## src/rtl/bac_pkg.sv

```systemverilog
package bac_pkg;
   // Counter action selected by the priority decoder
   typedef enum logic [1:0] {
      ACT_HOLD  = 2'd0,
      ACT_STEP  = 2'd1,
      ACT_LOAD  = 2'd2,
      ACT_CLEAR = 2'd3
   } bac_act_t;

   // Readback source select
   typedef enum logic {
      RB_COUNT = 1'b0,
      RB_MASK  = 1'b1
   } bac_rb_t;
endpackage

```

## src/rtl/bac_mask_reg.sv

```systemverilog
module bac_mask_reg #(
   parameter int W = 12
) (
   input  logic         clk,
   input  logic         rst_n,
   input  logic         wr,
   input  logic [W-1:0] din,
   output logic [W-1:0] mask_q
);
   localparam logic [W-1:0] ONE = W'(1);

   always_ff @(posedge clk or negedge rst_n) begin
      if (!rst_n)  mask_q <= '1;
      else if (wr) mask_q <= din;
   end

   // capture on write, keep otherwise
   assert_mask_capture_R8: assert property (@(posedge clk) disable iff (!rst_n)
      wr |=> (mask_q == $past(din)));
   assert_mask_keep_R8: assert property (@(posedge clk) disable iff (!rst_n)
      !wr |=> $stable(mask_q));
   // written masks are a contiguous run of low ones
   assert_mask_contig_R8: assert property (@(posedge clk) disable iff (!rst_n)
      ((mask_q & (mask_q + ONE)) == '0));
endmodule

```

## src/rtl/bac_counter.sv

```systemverilog
module bac_counter
   import bac_pkg::*;
#(
   parameter int W = 12
) (
   input  logic         clk,
   input  logic         rst_n,
   input  bac_act_t     act,
   input  logic [W-1:0] din,
   input  logic [W-1:0] mask,
   output logic [W-1:0] cnt_q,
   output logic         wrap_ev
);
   localparam logic [W-1:0] ONE = W'(1);

   logic [W-1:0] inc_full;
   logic [W-1:0] cnt_d;

   assign inc_full = cnt_q + ONE;
   // a step from masked-all-ones rolls the counting field over
   assign wrap_ev  = (act == ACT_STEP) && ((cnt_q & mask) == mask);

   always_comb begin
      unique case (act)
         ACT_CLEAR: cnt_d = '0;
         ACT_LOAD:  cnt_d = din;
         ACT_STEP:  cnt_d = (cnt_q & ~mask) | (inc_full & mask);
         default:   cnt_d = cnt_q;
      endcase
   end

   always_ff @(posedge clk or negedge rst_n) begin
      if (!rst_n) cnt_q <= '0;
      else        cnt_q <= cnt_d;
   end

   assert_load_R2: assert property (@(posedge clk) disable iff (!rst_n)
      (act == ACT_LOAD) |=> (cnt_q == $past(din)));
   assert_step_low_R3: assert property (@(posedge clk) disable iff (!rst_n)
      (act == ACT_STEP) |=>
         ((cnt_q & $past(mask)) == (W'($past(cnt_q) + ONE) & $past(mask))));
   assert_step_high_R3: assert property (@(posedge clk) disable iff (!rst_n)
      (act == ACT_STEP) |=> ((cnt_q & ~$past(mask)) == ($past(cnt_q) & ~$past(mask))));
   assert_hold_R4: assert property (@(posedge clk) disable iff (!rst_n)
      (act == ACT_HOLD) |=> $stable(cnt_q));
   assert_clear_R5: assert property (@(posedge clk) disable iff (!rst_n)
      (act == ACT_CLEAR) |=> (cnt_q == '0));
   assert_full_wrap_R7: assert property (@(posedge clk) disable iff (!rst_n)
      ((act == ACT_STEP) && (mask == '1) && (cnt_q == '1)) |=> (cnt_q == '0));
endmodule

```

## src/rtl/bac_wrap_flag.sv

```systemverilog
module bac_wrap_flag (
   input  logic clk,
   input  logic rst_n,
   input  logic set_ev,
   input  logic clr_sync,
   input  logic clr_pulse,
   output logic flag_q
);
   always_ff @(posedge clk or negedge rst_n) begin
      if (!rst_n)         flag_q <= 1'b0;
      else if (clr_sync)  flag_q <= 1'b0;
      else if (set_ev)    flag_q <= 1'b1;
      else if (clr_pulse) flag_q <= 1'b0;
   end

   assert_flag_set_R9: assert property (@(posedge clk) disable iff (!rst_n)
      (set_ev && !clr_sync) |=> flag_q);
   assert_flag_sticky_R9: assert property (@(posedge clk) disable iff (!rst_n)
      (!set_ev && !clr_sync && !clr_pulse) |=> $stable(flag_q));
   assert_flag_clr_R10: assert property (@(posedge clk) disable iff (!rst_n)
      (clr_sync || (clr_pulse && !set_ev)) |=> !flag_q);
endmodule

```

## src/rtl/burst_addr_gen.sv

```systemverilog
module burst_addr_gen
   import bac_pkg::*;
#(
   parameter int ADDR_W = 12,
   parameter bit RB_REG = 1'b0
) (
   input  logic              clk,
   input  logic              rst_n,
   input  logic              cnt_clr,
   input  logic              ads,
   input  logic              cnt_en,
   input  logic              mask_wr,
   input  logic              irq_clr,
   input  logic [ADDR_W-1:0] addr_in,
   input  logic              rb_sel,
   output logic [ADDR_W-1:0] addr_out,
   output logic [ADDR_W-1:0] rb_data,
   output logic              wrap_irq
);
   if (ADDR_W < 1 || ADDR_W > 32) begin : g_bad_width
      $error("burst_addr_gen: ADDR_W must lie in 1..32");
   end

   bac_act_t          act;
   logic [ADDR_W-1:0] mask_q;
   logic [ADDR_W-1:0] cnt_q;
   logic [ADDR_W-1:0] rb_mux;
   logic              wrap_ev;

   // priority: clear, then load, then step
   always_comb begin
      if (cnt_clr)     act = ACT_CLEAR;
      else if (ads)    act = ACT_LOAD;
      else if (cnt_en) act = ACT_STEP;
      else             act = ACT_HOLD;
   end

   bac_mask_reg #(.W(ADDR_W)) u_mask (
      .clk(clk), .rst_n(rst_n), .wr(mask_wr), .din(addr_in), .mask_q(mask_q));

   bac_counter #(.W(ADDR_W)) u_cnt (
      .clk(clk), .rst_n(rst_n), .act(act), .din(addr_in), .mask(mask_q),
      .cnt_q(cnt_q), .wrap_ev(wrap_ev));

   bac_wrap_flag u_flag (
      .clk(clk), .rst_n(rst_n), .set_ev(wrap_ev),
      .clr_sync((act == ACT_CLEAR) || (act == ACT_LOAD)),
      .clr_pulse(irq_clr), .flag_q(wrap_irq));

   assign addr_out = cnt_q;
   assign rb_mux   = (bac_rb_t'(rb_sel) == RB_MASK) ? mask_q : cnt_q;

   if (RB_REG) begin : g_rb_reg
      always_ff @(posedge clk or negedge rst_n) begin
         if (!rst_n) rb_data <= '0;
         else        rb_data <= rb_mux;
      end
   end else begin : g_rb_comb
      assign rb_data = rb_mux;
   end

   assert_load_wins_R6: assert property (@(posedge clk) disable iff (!rst_n)
      (ads && cnt_en && !cnt_clr) |=> (addr_out == $past(addr_in)));
   assert_clear_flag_R5: assert property (@(posedge clk) disable iff (!rst_n)
      cnt_clr |=> (!wrap_irq && (addr_out == '0)));
endmodule

```

## config.mk

```make
export PLATFORM = sky130hd
export DESIGN_NAME = burst_addr_gen
export DESIGN_NICKNAME = d
export VERILOG_FILES = /design/src/rtl/bac_pkg.sv /design/src/rtl/bac_mask_reg.sv /design/src/rtl/bac_counter.sv /design/src/rtl/bac_wrap_flag.sv /design/src/rtl/burst_addr_gen.sv
export SDC_FILE = /design/constraint.sdc
export NUM_CORES = 1
export LEC_CHECK = 0
export BUFFER_PORTS_ARGS = -buffer_cell sky130_fd_sc_hd__buf_2
export CORE_MARGIN = 3
export CORE_UTILIZATION = 55
export CTS_BUF_LIST = sky130_fd_sc_hd__clkbuf_16
export DETAILED_ROUTE_END_ITERATION = 8
export GPL_ROUTABILITY_DRIVEN = 0
export GPL_TIMING_DRIVEN = 0
export PLACE_DENSITY = 0.91
export REMOVE_ABC_BUFFERS = 1
export SETUP_SLACK_MARGIN = 0.05
export SYNTH_ARGS = -nofsm -noshare
export SYNTH_HDL_FRONTEND = slang
export SYNTH_SLANG_ARGS = --single-unit
export TNS_END_PERCENT = 30
```

## constraint.sdc

```tcl
create_clock -name clk -period 2.1 [get_ports clk]
set_input_delay 0.315 -clock clk [delete_from_list [all_inputs] [get_ports clk]]
set_output_delay 0.315 -clock clk [all_outputs]
set_load 0.03 [all_outputs]
```

After elaboration in Yosys (flattened, before gate mapping)
Index checks and enable logic that the tools add are counted.
{ "totals": {"out_inout_bits": 25, "n_memories": 0, "latchBits": 0, "regBits": 25, "ram_bits": 0, "romBits": 0, "input_bits": 20, "elab_cells": 25} }
{ "op_classes": {"order_cmp": 0, "n_div": 0, "add_sub_neg": 1, "eq_ne": 4, "bitwise_logic": 5, "n_mux": 8, "n_mul": 0, "shifts": 0, "n_reduce_logical": 4} }
{ "ops": {"columns": ["cell", "n"], "rows": [
  ["12-bit bitwise AND", 3],
  ["12-bit case mux with 3 select lines", 1],
  ["12-bit by 1-bit adder with 12-bit output, second input constant", 1],
  ["12-bit == test", 1],
  ["12-bit 2-to-1 mux", 1],
  ["12-bit NOT", 1],
  ["12-bit OR", 1],
  ["3-bit nonzero test", 2],
  ["2-bit == test, second input constant", 2],
  ["1-bit 2-to-1 mux", 4],
  ["2-bit 2-to-1 mux", 2],
  ["2-bit by 1-bit == test with 1-bit output, second input constant", 1],
  ["1-bit logical AND", 1],
  ["1-bit logical OR", 1]
]} }

Longest topological paths before layout
{ "logic_depth": {"ltp_word": 7, "depth_mapped": 9, "mapped_depth_nobuf": 8} }

Cells and area by module
Synthesis repeated with hierarchy kept, for this count alone.
{ "hier_totals": {"hier_cells": 158, "area_unflattened_um2": 1735.4} }
{ "modules_own_cells": {"columns": ["mod", "cells_each", "area_each_um2", "instances", "seq_area_each_um2"], "rows": [
  ["bac_counter", 113, 991.0, 1, 300.3],
  ["bac_mask_reg", 25, 499.2, 1, 315.3],
  ["burst_addr_gen", 16, 201.4, 1, 0.0],
  ["bac_wrap_flag", 4, 43.8, 1, 25.0]
]} }

Worst setup path before layout
Ideal clock, no wire load.
{ "synth_timing": {"path_kind": "input to register", "startpoint": "input port ads", "endpoint": "register u_cnt.cnt_q[6]", "arrival_ns": 1.810, "setup_time_ns": 0.104, "path_buffers": 1, "slack_ns": 0.186, "cell_stages": 7, "required_ns": 1.996, "path_cell_list": "or2_2 > ha_1 > or3b_1 > buf_6 > a31oi_1 > o21ai_0 > o311ai_1"} }
{ "synth_between": {"elab_chain_cells": 4} }
{ "synth_lines": {"columns": ["element", "line_no", "source"], "rows": [
  ["from (decl)", "burst_addr_gen.sv:10", "input logic ads,"],
  ["2-bit 2-to-1 mux (*)", "burst_addr_gen.sv:33", "else if (ads) act = ACT_LOAD;"],
  ["2-bit 2-to-1 mux (*)", "burst_addr_gen.sv:32", "if (cnt_clr) act = ACT_CLEAR;"],
  ["2-bit by 1-bit == test with 1-bit output or 2-bit == test (tied branches)", "bac_counter.sv:24", "unique case (act)"],
  ["12-bit case mux with 3 select lines or 3-bit nonzero test (tied branches)", null, null],
  ["to (signal assigned)", "bac_counter.sv:34", "else cnt_q <= cnt_d;"],
  ["to (decl)", "bac_counter.sv:11", "output logic [W-1:0] cnt_q,"]
]} }
Every way passes the cells marked *; elsewhere a longest branch is shown, timed or not.
A chain may end at the register's enable or synchronous reset.

Final worst setup path
{ "layout_timing": {"startpoint": "input port ads", "endpoint": "register u_cnt.cnt_q[11]"} }
Same word-level chain as after synthesis.

==> flow_metrics.py <==
metrics = {
    "run_status": {
        "status": "completed",
    },
    "power_and_ir_drop": {
        "peakVddDrop_uv": 681,
        "p_clk_share_pct": 33.2,
        "leakage_nw": 0.881,
        "pwr-share-comb_pct": 21.6,
        "power.switching_uw": 386,
        "switching_share_pct": 29.9,
        "p_per_area_nw_per_um2": 684,
        "seqPwrFrac_pct": 45.2,
        "p_int_uw": 903,
    },
    "synthesis": {
        "synthXorXnorAreaFrac_pct": 1.66,
        "synth-edff-count": 0,
        "syn_inst": 156,
        "syn_area_per_cell_um2": 10.1,
        "synth.distinct_cells": 41,
        "yosysSeqAreaShare_pct": 40.5,
        "ys.flop_type": "dfrtp_1",
        "synthSimpleGateAreaFrac_pct": 17.6,
        "synthMuxAreaShare_pct": 14.9,
        "synth-adder-area-share_pct": 3.95,
        "synth_top_family_by_area": "simple AND/OR/NAND/NOR gates",
        "synth_warnings": 0,
        "syn_area_um2": 1580,
        "synth_compound_area_share_pct": 16.9,
        "ys_ff_latch": 25,
        "async_flop_share_pct": 100,
    },
    "min_path": {
        "hp-class": "primary input to asynchronous set/reset pin",
    },
    "sta": {
        "slew_headroom_pct": 62.7,
        "clock_skew_ns": 0.00272,
        "finalHoldViolCount": 0,
        "timing.hold.ws_ns": 0.0407,
        "slew_violations": 0,
        "fin_crit_ns": 1.89,
        "finalCritPeriodShare_pct": 90.1,
        "fmax_mhz": 528,
        "rsz0062_at_grt": "no",
        "tightestPinTransition_ns": 0.560,
        "final-setup-viol-count": 0,
    },
    "global_routing": {
        "first_global_vias": 1337,
        "grt_pass1_wl_um": 6470,
        "antenna_found_initial": 0,
        "overflow": 0,
        "grt_max_degree": 26,
        "grt.total_usage_pct": 25.0,
    },
    "routing": {
        "wl_um": 4010,
        "drcViolationCount": 0,
        "wl_per_cell_um": 17.7,
        "ant_nets": 0,
        "drt_pre_antenna_iters": 4,
        "dr.first_iter.drc_count": 79,
        "num_vias": 1397,
        "avgViaCountPerCell": 6.15,
    },
    "cts": {
        "clkSlewWorstSetupHoldPaths_ns": 0.06,
        "htreeDepth": 1,
        "cts_setup_buffers": 0,
        "cts_buffers": 3,
        "cts-root-buf": "clkbuf_16",
        "cts_tree": "done",
        "insertion_delay_ns": 0.26,
        "cts_hold_buf": 0,
        "cts_sinks": 25,
        "clock_tree.buffer_depth": 2,
    },
    "floorplan": {
        "die_h_um": 59.6,
        "boundaryPins": 45,
        "rows": 18,
        "dieArea_um2": 3560,
        "start_util_pct": 60.6,
        "fp.dieW_um": 59.6,
        "core_area_um2": 2610,
    },
    "place": {
        "hpwlAfterDp_um": 2920,
        "dpl_cell_area_um2": 1800,
        "io_buffers": 44,
    },
    "critical_path": {
        "r2r-start": "u_cnt.cnt_q[1]",
        "worstPathCellList": "buf_2, or2_2, inv_1, ha_2, nor2_2, and2_1, a22o_1, a21o_1",
        "start_kind": "primary input",
        "worstPathArrival_ns": 2.05,
        "required_ns": 2.26,
        "crit_type": "primary input to register",
        "crit_fanout": 15,
        "critPathSlowestCell": "ha_2",
        "endpoint_kind": "register",
        "startpoint": "ads",
        "cpPeakStageDelay_ns": 0.37,
    },
    "cells_and_area": {
        "drive_gt1_share_pct": 45.2,
        "fin_area_um2": 1880,
        "antennaDiodeCount": 0,
        "fin_nets": 223,
        "area_delta_synth_final_pct": 19.1,
    },
    "flow_run": {
        "timing.max_cap.violations": 0,
    },
}
[critical path, delay by kind of cell]
kind,cells,cell delay [ns]
fa+ha+maj,1,0.37
buf+inv,2,0.19
compound gates,2,0.43
simple gates,3,0.75
[path summary, 6_finish.rpt]
path | slack (ns) | to | depth (start not counted)
max | 0.21 | u_cnt.cnt_q[11] | 8
min | 0.04 | u_cnt.cnt_q[11] | 1
max reg2reg | 0.48 | u_cnt.cnt_q[8] | 5
min reg2reg | 0.54 | u_flag.flag_q | 2
max in group asynchronous | 1.68 | u_mask.mask_q[5] | 1
min in group clk | 0.28 | u_cnt.cnt_q[5] | 3
[placed cells by master, fill, tap and decap left out, types with 2 or more instances in the layout]
| master | count |
|---|---|
| dfrtp_1 | 13 |
| inv_1 | 8 |
| dfstp_2 | 12 |
| xnor2_1 | 2 |
| o311ai_1 | 2 |
| nor2b_1 | 7 |
| ha_1 | 4 |
| a21oi_1 | 2 |
| a22oi_1 | 2 |
| o21bai_1 | 3 |
| buf_2 | 44 |
| nand3_1 | 4 |
| nand4_1 | 6 |
| nand2b_1 | 2 |
| clkbuf_16 | 3 |
| nand2_1 | 13 |
| a22o_1 | 5 |
| a2111oi_0 | 3 |
| a31oi_1 | 2 |
| mux2_2 | 20 |
| o21ai_0 | 10 |
| a221o_1 | 3 |
| nor3_1 | 5 |
| nor2_1 | 3 |
| a21o_1 | 2 |
| and2_1 | 2 |
[power by group through the flow]
stage          registers (mW)  clock network [mW]  logic (mW)
3_5_place_dp            0.589                   0       0.278
3_3_place_gp            0.584                   0       0.269
5_1_grt                 0.590               0.451       0.301
6_report                0.583               0.428       0.279
2_1_floorplan           0.597                   0       0.162
4_1_cts                 0.581               0.439       0.280
[registers in the layout, indices dropped and copies added (netlist names)]
signal         cells
u_cnt.cnt_q       12
u_flag.flag_q      1
u_mask.mask_q     12
[per-stage QoR]
step,TNS [ns],std cells,utilization [%],setup WS (ns),total power [mW]
final,0,227,72.1,0.208,1.29
after global placement,-1.14,223,68.9,-0.197,0.852
after detailed placement,-1.91,223,68.9,-0.286,0.868
after global routing,0,227,72.1,0.105,1.34
after CTS,0,227,72.0,0.160,1.30
after floorplan,0,149,-,0.171,0.759
[what timing repair did]
action,CTS,global route
resized for setup,1,1
pin swaps,0,0
endpoints found under the hold margin,0,0
endpoints found under the setup margin,3,1
[Yosys cell counts (all sizes together), types with 3 or more instances]
cell type	number	area, um2
inv	8	30.0
a2111oi	3	26.3
a22o	5	43.8
buf	5	33.8
dfstp	12	315
mux2	20	225
a221o	3	30.0
nor2	4	17.5
nor2b	7	43.8
ha	5	62.6
nor3	5	25.0
nand2	13	48.8
nand4	7	50.1
dfrtp	13	325
o21ai	10	50.1
o21bai	3	22.5
nand3	4	20.0
[layer usage]
layer | vias to the layer above | track usage (%) | part of all wire, %
met2 | 55 | 42.9 | 52
met1 | 678 | 31.2 | 41
li1 | 660 | - | -
met5 | - | 0 | 0
met3 | 4 | 3.49 | 5.6
met4 | 0 | 10.4 | 1.5
[layout make-up]
class	instances	area (um2)
Tap cell	30	37.5
Inverter	8	30.0
Clock inverter	1	5.00
Timing Repair Buffer	44	220
Fill cell	182	728
Sequential cell	25	641
Clock buffer	3	75.1
Multi-Input combinational cell	116	876
[logic make-up (layout without fill, tap and decap cells)]
family                   Yosys count  in the layout
adder cells (fa/ha/maj)            5              5
buffers and inverters             15             56
XOR/XNOR                           3              3
flip-flops                        25             25
multiplexers                      21             21
AO/OA/AOI/OAI                     37             37
AND/OR/NAND/NOR                   50             50
(Power assumes the default switching activity.)
